**config.mk**
```make
export PLATFORM = sky130hd
export DESIGN_NAME = regbus_xcvr
export DESIGN_NICKNAME = d
export VERILOG_FILES = /design/src/rtl/regbus_xcvr.sv
export SDC_FILE = /design/constraint.sdc
export NUM_CORES = 1
export LEC_CHECK = 0
export BUFFER_PORTS_ARGS = -buffer_cell sky130_fd_sc_hd__clkbuf_2
export CAP_MARGIN = 20
export CORE_MARGIN = 2
export CORE_UTILIZATION = 45
export DETAILED_ROUTE_END_ITERATION = 8
export GPL_ROUTABILITY_DRIVEN = 0
export GPL_TIMING_DRIVEN = 0
export PLACE_DENSITY = 0.68
export SYNTH_ARGS = -nofsm -noshare
export SYNTH_HDL_FRONTEND = slang
export SYNTH_SLANG_ARGS = --single-unit
```
**constraint.sdc**
```tcl
create_clock -name clk -period 3.25 [get_ports clk]
set_input_delay 0 -clock clk [delete_from_list [all_inputs] [get_ports clk]]
set_output_delay 0 -clock clk [all_outputs]
set_load 0.005 [all_outputs]
```
**src/rtl/regbus_xcvr.sv**
```systemverilog
module regbus_xcvr #(
  parameter int W = 8
) (
  input  logic         clk,
  input  logic         rst,
  input  logic         ab_clk,
  input  logic         ba_clk,
  input  logic         ab_oe,
  input  logic         ba_oe_n,
  input  logic         ab_sel,
  input  logic         ba_sel,
  input  logic [W-1:0] a_in,
  input  logic         a_ext,
  output logic [W-1:0] a_out,
  output logic         a_oe,
  output logic [W-1:0] a_bus,
  output logic         a_clash,
  input  logic [W-1:0] b_in,
  input  logic         b_ext,
  output logic [W-1:0] b_out,
  output logic         b_oe,
  output logic [W-1:0] b_bus,
  output logic         b_clash
);

  logic [W-1:0] reg_ab, reg_ba, hold_a, hold_b;
  logic [W-1:0] live_a, live_b, base_a, base_b, net;
  logic         ab_clk_q, ba_clk_q;
  logic         drv_a, drv_b, a_from_b, b_from_a, loop_mode;

  assign drv_a = ~ba_oe_n;
  assign drv_b = ab_oe;

  assign live_a = a_ext ? a_in : hold_a;
  assign live_b = b_ext ? b_in : hold_b;

  assign base_a = drv_a ? reg_ba : live_a;
  assign base_b = drv_b ? reg_ab : live_b;

  assign a_from_b  = drv_a & ~ba_sel;
  assign b_from_a  = drv_b & ~ab_sel;
  assign loop_mode = a_from_b & b_from_a;

  assign net = a_ext ? a_in : (b_ext ? b_in : hold_a);

  always_comb begin
    if (loop_mode) begin
      a_bus = net;
      b_bus = net;
    end else begin
      a_bus = a_from_b ? base_b : base_a;
      b_bus = b_from_a ? base_a : base_b;
    end
  end

  assign a_oe    = drv_a;
  assign b_oe    = drv_b;
  assign a_out   = drv_a ? a_bus : '0;
  assign b_out   = drv_b ? b_bus : '0;
  assign a_clash = drv_a & a_ext & (a_in != a_bus);
  assign b_clash = drv_b & b_ext & (b_in != b_bus);

  always_ff @(posedge clk) begin
    if (rst) begin
      reg_ab   <= '0;
      reg_ba   <= '0;
      hold_a   <= '0;
      hold_b   <= '0;
      ab_clk_q <= ab_clk;
      ba_clk_q <= ba_clk;
    end else begin
      ab_clk_q <= ab_clk;
      ba_clk_q <= ba_clk;
      if (ab_clk && !ab_clk_q) reg_ab <= a_bus;
      if (ba_clk && !ba_clk_q) reg_ba <= b_bus;
      if (a_ext || drv_a) hold_a <= a_bus;
      if (b_ext || drv_b) hold_b <= b_bus;
    end
  end


  ab_capture_chk: assert property (@(posedge clk) disable iff (rst)
    (ab_clk && !ab_clk_q) |=> (reg_ab == $past(a_bus)));


  ba_capture_chk: assert property (@(posedge clk) disable iff (rst)
    (ba_clk && !ba_clk_q) |=> (reg_ba == $past(b_bus)));


  hold_track_chk: assert property (@(posedge clk) disable iff (rst)
    (!a_ext && !a_oe) |=> (hold_a == $past(hold_a)));


  loop_join_chk: assert property (@(posedge clk) disable iff (rst)
    (a_oe && b_oe && !ab_sel && !ba_sel) |-> (a_bus == b_bus));


  b_stored_chk: assert property (@(posedge clk) disable iff (rst)
    (ab_oe && ab_sel) |-> (b_out == reg_ab));


  clash_src_chk: assert property (@(posedge clk) disable iff (rst)
    (a_clash || b_clash) |-> ((a_ext && a_oe) || (b_ext && b_oe)));

endmodule

```
==> impl_metrics.sql, run 1 <==
INSERT INTO impl_metrics (metric_group, metric, value, unit) VALUES
('sta', 'part_of_the_cycle_the_worst_path_needs', '80.8', '%'),
('floorplanning', 'die_width', '84.0', 'microns'),
('layout', 'nNetsFinal', '471', ''),
('synth', 'synth_top_family_by_area', 'compound AO/OA/AOI/OAI gates', ''),
('clock_network', 'cts.sink_count', '34', ''),
('clock_network', 'cts_buffer_depth', '2', ''),
('sta', 'final_hold_viol_count', '0', ''),
('synth', 'complex_gate_fraction_of_the_synthesized_area', '25.2', '%'),
('clock_network', 'cts.repair.resized', '0', ''),
('drt', 'post-route-drc-count', '0', ''),
('synth', 'mappedNetlistArea', '2880', 'sq um'),
('pwr', 'comb_power_share', '32.5', '%'),
('floorplanning', 'die_h', '84.0', 'microns'),
('placed_design', 'placement.io_buffers', '51', ''),
('synth', 'synth_async_sr_flop_share', '0', '%'),
('layout', 'antenna-diode-count', '0', ''),
('synth', 'synth_sequential_area_ratio', '23.7', '%'),
('layout', 'drive_gt1_share', '20.0', '%'),
('clock_network', 'tritoncts_clock_tree', 'built', ''),
('synth', 'synth.area.mux_share', '11.0', '%'),
('pwr', 'p_int', '866', 'uW'),
('placed_design', 'placement.cell_area', '3230', 'sq um'),
('synth', 'synth_cell_types', '58', ''),
('hold_path', 'hold_class', 'in -> out', ''),
('synth', 'yosys.area_share.adder', '0', '%'),
('setup_path', 'worstSetupEndpointType', 'output pin', ''),
('outcome', 'outcome', 'complete, no violations', ''),
('clock_network', 'cts_htree_levels', '2', ''),
('sta', 'layout_min_cycle_time', '2630', 'ps'),
('sta', 'tightest_slew', '810', 'ps'),
('sta', 'max_freq', '381', 'MHz'),
('synth', 'synth_edf_count', '0', ''),
('clock_network', 'cts_buffers', '5', ''),
('drt', 'vias', '3083', ''),
('synth', 'synth-xor-area-share', '9.74', '%'),
('sta', 'timing.clock.skew', '6.51', 'ps'),
('grt', 'global_route.usage.total', '26.4', '%'),
('layout', 'most_frequent_standard_cell_in_the_layout_excluding_fill_and_tap_cells', 'sky130_fd_sc_hd__clkbuf_2', ''),
('clock_network', 'ctsHoldBuffers', '3', ''),
('synth', 'postSynthNetCount', '410', ''),
('drt', 'drt_iter0_drc', '242', ''),
('grt', 'number_of_global_route_vias_before_repair', '2797', ''),
('job', 'timing.max_cap.violations', '0', ''),
('pwr', 'pwr-share-seq', '36.0', '%'),
('pwr', 'vdd.ir_drop.worst', '0.000204', 'V'),
('pwr', 'p_leak', '0.00144', 'uW'),
('floorplanning', 'rows', '29', ''),
('pwr', 'p_sw', '437', 'uW'),
('drt', 'dr.pass1.iters', '6', ''),
('setup_path', 'cp_data_arrival_time', '2630', 'ps'),
('floorplanning', 'core_region_area', '6280', 'sq um'),
('setup_path', 'critical_path.max_fanout', '5', ''),
('synth', 'synth_simple_gate_area_share', '22.2', '%'),
('synth', 'post_synth.cell_area_avg', '7.49', 'sq um'),
('drt', 'avgViaCountPerCell', '5.91', ''),
('synth', 'ys_ff_latch', '34', ''),
('clock_network', 'postCtsSetupRepairBufs', '0', ''),
('grt', 'antenna_violations_before_repair', '0', ''),
('pwr', 'clock_power_share', '31.5', '%'),
('clock_network', 'cts.reportedPaths.clkPinSlew', '70', 'ps'),
('sta', 'setup_total_negative_slack', '0', 'ps'),
('layout', 'most-common-layout-cells', 'sky130_fd_sc_hd__clkbuf_2 (51), sky130_fd_sc_hd__nor2_1 (46), sky130_fd_sc_hd__dfxtp_1 (34)', ''),
('sta', 'final-setup-viol-count', '0', ''),
('grt', 'global_route.overflow_total', '0', ''),
('setup_path', 'cp_data_required_time', '3250', 'ps'),
('pwr', 'p_sw_share', '33.5', '%'),
('layout', 'layout.cell_area.non_filler', '3370', 'sq um'),
('drt', 'drt_wl_total', '9470', 'microns'),
('grt', 'grt_start_max_net_pins', '11', ''),
('sta', 'slew_headroom', '45.6', '%'),
('layout', 'area_delta_synth_final', '17.2', '%');
-- power by group through the flow --
stage          combinational, uW  clock [uW]  sequential (uW)
3_3_place_gp                 406           0              477
3_5_place_dp                 411           0              478
4_1_cts                      417         414              468
6_report                     423         411              469
2_1_floorplan                278           0              471
5_1_grt                      459         433              472
-- cell families (layout without fill, tap and decap cells) --
group / after synthesis / in the layout
AO/OA/AOI/OAI: 102 / 102
XOR/XNOR: 32 / 32
buffers and inverters: 55 / 116
flip-flops: 34 / 34
multiplexers: 30 / 30
AND/OR/NAND/NOR: 131 / 131
-- worst paths after layout --
check	startpoint	end	slack [ps]	depth (start not counted)
hold / removal	ab_oe	b_oe	170	2
hold reg to reg	reg_ba[2]	reg_ba[2]	500	2
setup / recovery	hold_b[2]	a_clash	620	7
setup reg to reg	hold_a[6]	reg_ba[6]	1290	6
-- flip-flops by register name, indices dropped and copies added, names as in the netlist --
register and cells:
hold_a 8, hold_b 8, reg_ab 8, reg_ba 8, ab_clk_q 1, ba_clk_q 1
-- synth_stat cells (2+ instances only) --
cell type,n,area (sq um)
sky130_fd_sc_hd__o311ai_0,4,35.0
sky130_fd_sc_hd__o32ai_1,2,17.5
sky130_fd_sc_hd__o2111ai_1,3,26.3
sky130_fd_sc_hd__a21oi_1,21,105
sky130_fd_sc_hd__o22ai_1,2,12.5
sky130_fd_sc_hd__o211ai_1,5,37.5
sky130_fd_sc_hd__buf_6,2,22.5
sky130_fd_sc_hd__o21ai_0,17,85.1
sky130_fd_sc_hd__nand2b_1,12,75.1
sky130_fd_sc_hd__a211o_1,2,17.5
sky130_fd_sc_hd__nor2b_1,12,75.1
sky130_fd_sc_hd__and2_1,5,31.3
sky130_fd_sc_hd__nand3b_1,6,45.0
sky130_fd_sc_hd__nand2_1,27,101
sky130_fd_sc_hd__xor2_1,11,96.3
sky130_fd_sc_hd__buf_2,9,45.0
sky130_fd_sc_hd__mux2i_1,17,170
sky130_fd_sc_hd__dfxtp_1,34,681
sky130_fd_sc_hd__clkinv_1,2,7.51
sky130_fd_sc_hd__o221ai_1,2,17.5
sky130_fd_sc_hd__mux2_2,13,146
sky130_fd_sc_hd__nor2_1,46,173
sky130_fd_sc_hd__buf_1,2,7.51
sky130_fd_sc_hd__xnor2_1,21,184
sky130_fd_sc_hd__a211oi_1,13,97.6
sky130_fd_sc_hd__clkbuf_1,20,75.1
sky130_fd_sc_hd__a31oi_1,6,37.5
sky130_fd_sc_hd__o21a_1,3,22.5
sky130_fd_sc_hd__a21boi_0,4,30.0
sky130_fd_sc_hd__nand3_1,9,45.0
sky130_fd_sc_hd__inv_1,19,71.3
sky130_fd_sc_hd__and3_1,7,43.8
-- cell type report --
| type | count | area [sq um] | share of cell area, % |
|---|---|---|---|
| multi-input cells | 295 | 1960 | 58.1 |
| flip-flops and latches | 34 | 681 | 20.2 |
| repair buffers | 54 | 285 | 8.46 |
| plain buffers | 34 | 158 | 4.68 |
| well taps | 77 | 96.3 | 2.86 |
| clock buffers | 6 | 82.6 | 2.45 |
| inverters | 21 | 78.8 | 2.34 |
| clock inverters | 1 | 30.0 | 0.891 |
-- through the flow --
stage | setup slack [ps] | hold WS [ps] | instances | util [%] | total power, uW
global placement | 919 | 119 | 512 | 51.4 | 882
detailed placement | 878 | 119 | 512 | 51.4 | 889
CTS | 672 | 174 | 522 | 53.7 | 1300
finish | 625 | 172 | 522 | 53.7 | 1300
global route | 476 | 177 | 522 | 53.7 | 1360
floorplan | 1280 | 27.7 | 384 | - | 749
-- layer usage --
layer	track usage, %	routed length, microns	part of all wire [%]
met2	43.3	4460	47
met1	35.7	4020	42
met5	0	0	0
met3	3.86	779	8.2
met4	8.06	210	2.2
-- critical path, stage by stage (launching register included) --
cell and delay (ps):
sky130_fd_sc_hd__dfxtp_1 310, sky130_fd_sc_hd__mux2i_1 110, sky130_fd_sc_hd__o21ai_0 200, sky130_fd_sc_hd__a211oi_1 760, sky130_fd_sc_hd__xor2_1 190, sky130_fd_sc_hd__o2111a_1 200
sky130_fd_sc_hd__a311oi_1 380, sky130_fd_sc_hd__clkbuf_2 180
Power figures use the tool's default switching activity.
==> run 2: changes to the inputs <==
Settings changed: ABC_AREA from default to 1, PLACE_DENSITY 0.68 to 0.69.
Clock period 3.25 ns to 2.6 ns, I/O delays scaled along.
==> impl_metrics.sql, run 2 <==
INSERT INTO impl_metrics (metric_group, metric, value, unit) VALUES
('floorplanning', 'dieArea', '6100', 'sq um'),
('setup_path', 'timing.critical_path.from_type', 'flip-flop', ''),
('sta', 'part_of_the_cycle_the_worst_path_needs', '68.8', '%'),
('drt', 'post-route-drc-count', '0', ''),
('synth', 'mappedNetlistArea', '2470', 'sq um'),
('synth', 'synth.top_cells.by_area', 'sky130_fd_sc_hd__dfxtp_1 (28%), sky130_fd_sc_hd__nand2_1 (27%), sky130_fd_sc_hd__nand3_1 (10%)', ''),
('synth', 'most_used_flip_flop_cell_after_synthesis', 'sky130_fd_sc_hd__dfxtp_1', ''),
('pwr', 'vdd.ir_drop.worst', '0.000466', 'V'),
('floorplanning', 'die_width', '78.1', 'microns'),
('drt', 'route.met2.wl', '3420', 'microns'),
('layout', 'area.sequential', '681', 'sq um'),
('drt', 'detail-route-antenna-nets', '0', ''),
('setup_path', 'cp_top_family', 'simple AND/OR/NAND/NOR gates', ''),
('layout', 'most-common-layout-cells', 'sky130_fd_sc_hd__nand2_1 (176), sky130_fd_sc_hd__clkbuf_2 (59), sky130_fd_sc_hd__inv_1 (53)', ''),
('setup_path', 'buffers_plus_inverters_on_the_worst_setup_path', '1', ''),
('sta', 'final_hold_viol_count', '0', ''),
('setup_path', 'ff2ff_path_depth', '4', ''),
('outcome', 'outcome', 'complete, no violations', ''),
('drt', 'met1_wire_length', '3580', 'microns'),
('pwr', 'p_leak', '0.00180', 'uW'),
('floorplanning', 'floorplan.io_pins', '62', ''),
('synth', 'synth_edf_count', '0', ''),
('drt', 'drt_iter0_drc', '383', ''),
('clock_network', 'cts.sink_count', '34', ''),
('synth', 'postSynthNetCount', '455', ''),
('synth', 'yosys-top-cells-count', 'sky130_fd_sc_hd__nand2_1 (176), sky130_fd_sc_hd__inv_1 (53), sky130_fd_sc_hd__nand3_1 (50)', ''),
('grt', 'antenna_violations_before_repair', '0', ''),
('clock_network', 'cts_htree_levels', '2', ''),
('clock_network', 'cts_buffer_depth', '2', ''),
('setup_path', 'cp_data_arrival_time', '1790', 'ps'),
('layout', 'drive_gt1_share', '19.5', '%'),
('floorplanning', 'die_h', '78.1', 'microns'),
('floorplanning', 'rows', '26', ''),
('hold_path', 'hold_class', 'in -> out', ''),
('drt', 'dr.pass1.iters', '5', ''),
('placed_design', 'placement.io_buffers', '59', ''),
('placed_design', 'pre_cts_ws', '849', 'ps'),
('synth', 'post_synth.cell_area_avg', '5.76', 'sq um'),
('setup_path', 'worst_setup_path_startpoint', 'hold_a[7]', ''),
('layout', 'fillerInstances', '559', ''),
('sta', 'tightest_slew', '640', 'ps'),
('sta', 'timing.final.max_slew_violations', '0', ''),
('sta', 'rsz_0062_raised_after_global_routing', 'no', ''),
('setup_path', 'worstSetupPathType', 'reg -> out', ''),
('grt', 'grt_start_max_net_pins', '11', ''),
('synth', 'synth_async_sr_flop_share', '0', '%'),
('synth', 'synth_cell_types', '20', ''),
('clock_network', 'clkLatencyLatePin', '290', 'ps'),
('drt', 'vias', '2913', ''),
('setup_path', 'r2r-start', 'ba_clk_q', ''),
('synth', 'yosys.area.top_type', 'sky130_fd_sc_hd__dfxtp_1', ''),
('hold_path', 'hold_end', 'b_oe', ''),
('layout', 'area_delta_synth_final', '19.8', '%'),
('drt', 'route.top_layer_used', 'met4', ''),
('sta', 'final-setup-viol-count', '0', ''),
('setup_path', 'r2r_setup_slack', '1180', 'ps'),
('setup_path', 'critical_path.max_fanout', '5', ''),
('setup_path', 'ff_to_ff_end', 'reg_ba[1]', ''),
('layout', 'nNetsFinal', '524', ''),
('clock_network', 'cts-root-buf', 'sky130_fd_sc_hd__clkbuf_8', ''),
('clock_network', 'cts.reportedPaths.clkPinSlew', '60', 'ps'),
('job', 'timing.max_cap.violations', '0', ''),
('grt', 'grt_pass1_wl', '13300', 'microns'),
('sta', 'setup_total_negative_slack', '0', 'ps'),
('floorplanning', 'starting_utilization_of_the_core_area', '47.5', '%'),
('setup_path', 'critical_path.slowest_cell', 'sky130_fd_sc_hd__dfxtp_1', ''),
('grt', 'global_route.overflow_total', '0', ''),
('layout', 'antenna-diode-count', '0', ''),
('pwr', 'power_per_cell_area', '457', 'nW/um^2'),
('sta', 'layout_min_cycle_time', '1790', 'ps'),
('clock_network', 'postCtsSetupRepairBufs', '0', ''),
('layout', 'multi_input_logic_area', '1450', 'sq um'),
('synth', 'yosys.area.top_type_share', '27.6', '%'),
('sta', 'max_freq', '559', 'MHz'),
('floorplanning', 'core_region_area', '5200', 'sq um'),
('clock_network', 'tritoncts_clock_tree', 'built', ''),
('synth', 'warning_count_from_the_yosys_run', '0', ''),
('synth', 'ys_ff_latch', '34', ''),
('setup_path', 'critical_path.cell_chain', 'nand2_1, o21ai_0, nand2_1, nand2_1, nand2_1, nand3_2, nand2_1, nand2_1, nor2_1, nand2_1, nor2_1, nor2_1, clkbuf_2', ''),
('setup_path', 'cp_data_required_time', '2600', 'ps'),
('clock_network', 'cts_buffers', '5', ''),
('layout', 'most_frequent_standard_cell_in_the_layout_excluding_fill_and_tap_cells', 'sky130_fd_sc_hd__nand2_1', ''),
('sta', 'timing.clock.skew', '5.56', 'ps'),
('synth', 'synth_sequential_area_ratio', '27.6', '%'),
('drt', 'drt_wl_total', '7920', 'microns'),
('clock_network', 'ctsHoldBuffers', '3', ''),
('synth', 'yosysMostFrequentCell', 'sky130_fd_sc_hd__nand2_1', ''),
('setup_path', 'delay_of_the_slowest_cell_on_the_worst_path', '320', 'ps'),
('setup_path', 'worstSetupEndpointType', 'output pin', ''),
('sta', 'worst_slack', '810', 'ps'),
('grt', 'global_route.usage.total', '27.5', '%'),
('hold_path', 'worst_hold_startpoint', 'ab_oe', ''),
('hold_path', 'hold-path-cell-count', '2', ''),
('synth', 'post_synth_inst_count', '429', ''),
('placed_design', 'dp_hpwl', '6060', 'microns'),
('clock_network', 'cts.repair.resized', '0', ''),
('sta', 'slew_headroom', '57.2', '%'),
('drt', 'routed_wire_length_per_instance', '13.9', 'microns'),
('drt', 'detailroute.wirelength.met3', '745', 'microns'),
('grt', 'number_of_global_route_vias_before_repair', '2736', ''),
('setup_path', 'critical-path-top-cell-by-count', 'sky130_fd_sc_hd__nand2_1', ''),
('drt', 'avgViaCountPerCell', '5.13', '');
==> run 2: cell count changes in the layout (fill, tap and decap cells not counted), moves of 12 or more <==
cell / delta
sky130_fd_sc_hd__clkbuf_1: -15
sky130_fd_sc_hd__inv_1: +34
sky130_fd_sc_hd__mux2_2: -13
sky130_fd_sc_hd__nand2_1: +149
sky130_fd_sc_hd__xnor2_1: -21
sky130_fd_sc_hd__mux2i_1: -17
sky130_fd_sc_hd__a21oi_1: -20
sky130_fd_sc_hd__nand2b_1: -12
sky130_fd_sc_hd__nor2b_1: -12
sky130_fd_sc_hd__nand3_1: +41
sky130_fd_sc_hd__a211oi_1: -13
==> run 2: layout make-up <==
| type | instances | area share (%) |
|---|---|---|
| Tap cell | 70 | 2.96 |
| Clock buffer | 7 | 2.58 |
| Buffer | 17 | 4.06 |
| Inverter | 58 | 7.36 |
| Timing Repair Buffer | 62 | 11.0 |
| Sequential cell | 34 | 23.0 |
| Multi-Input combinational cell | 320 | 49.0 |
==> run 2: through the flow <==
step	instances	total power (uW)	cell area (sq um)	hold slack (ps)	utilization [%]
2_1_floorplan	429	836	2470	27.7	-
3_3_place_gp	558	981	2850	119	54.8
3_5_place_dp	558	987	2850	119	54.8
4_1_cts	568	1350	2960	172	56.9
6_report	568	1350	2960	169	56.9
5_1_grt	568	1430	2960	175	56.9
==> run 2: how the worst max path moves through the flow <==
stage / slack, ps / cells past startpoint / end
2_1_floorplan: 1480 / 13 / reg_ab[4]
3_3_place_gp: 900 / 14 / b_clash
3_5_place_dp: 850 / 14 / b_clash
4_1_cts: 840 / 14 / b_clash
5_1_grt: 570 / 11 / b_clash
6_report: 810 / 13 / b_clash
==> run 2: cells by family after synthesis <==
group	after synthesis	synth area share [%]
AND/OR/NAND/NOR	297	53.5
flip-flops	34	27.6
AO/OA/AOI/OAI	23	5.27
buffers and inverters	75	13.7
==> run 2: report_power, final <==
part	internal [uW]	leakage (uW)	total (uW)	switching [uW]
clock network	184	0.0000383	364	180
logic	150	0.00149	415	266
registers	556	0.000280	573	17.2
total	890	0.00180	1350	463
==> run 2: worst register-to-register path: stages, from the launching register on <==
cell	delay [ps]
sky130_fd_sc_hd__dfxtp_1	300
sky130_fd_sc_hd__nor2_1	500
sky130_fd_sc_hd__inv_1	300
sky130_fd_sc_hd__nor2_1	160
sky130_fd_sc_hd__nor2_1	60
==> run 2: layer usage <==
| metal | vias up | track usage (%) |
|---|---|---|
| li1 | 1477 | - |
| met1 | 1260 | 37.5 |
| met2 | 159 | 43.7 |
| met3 | 17 | 4.83 |
| met4 | 0 | 10.0 |
| met5 | - | 0 |
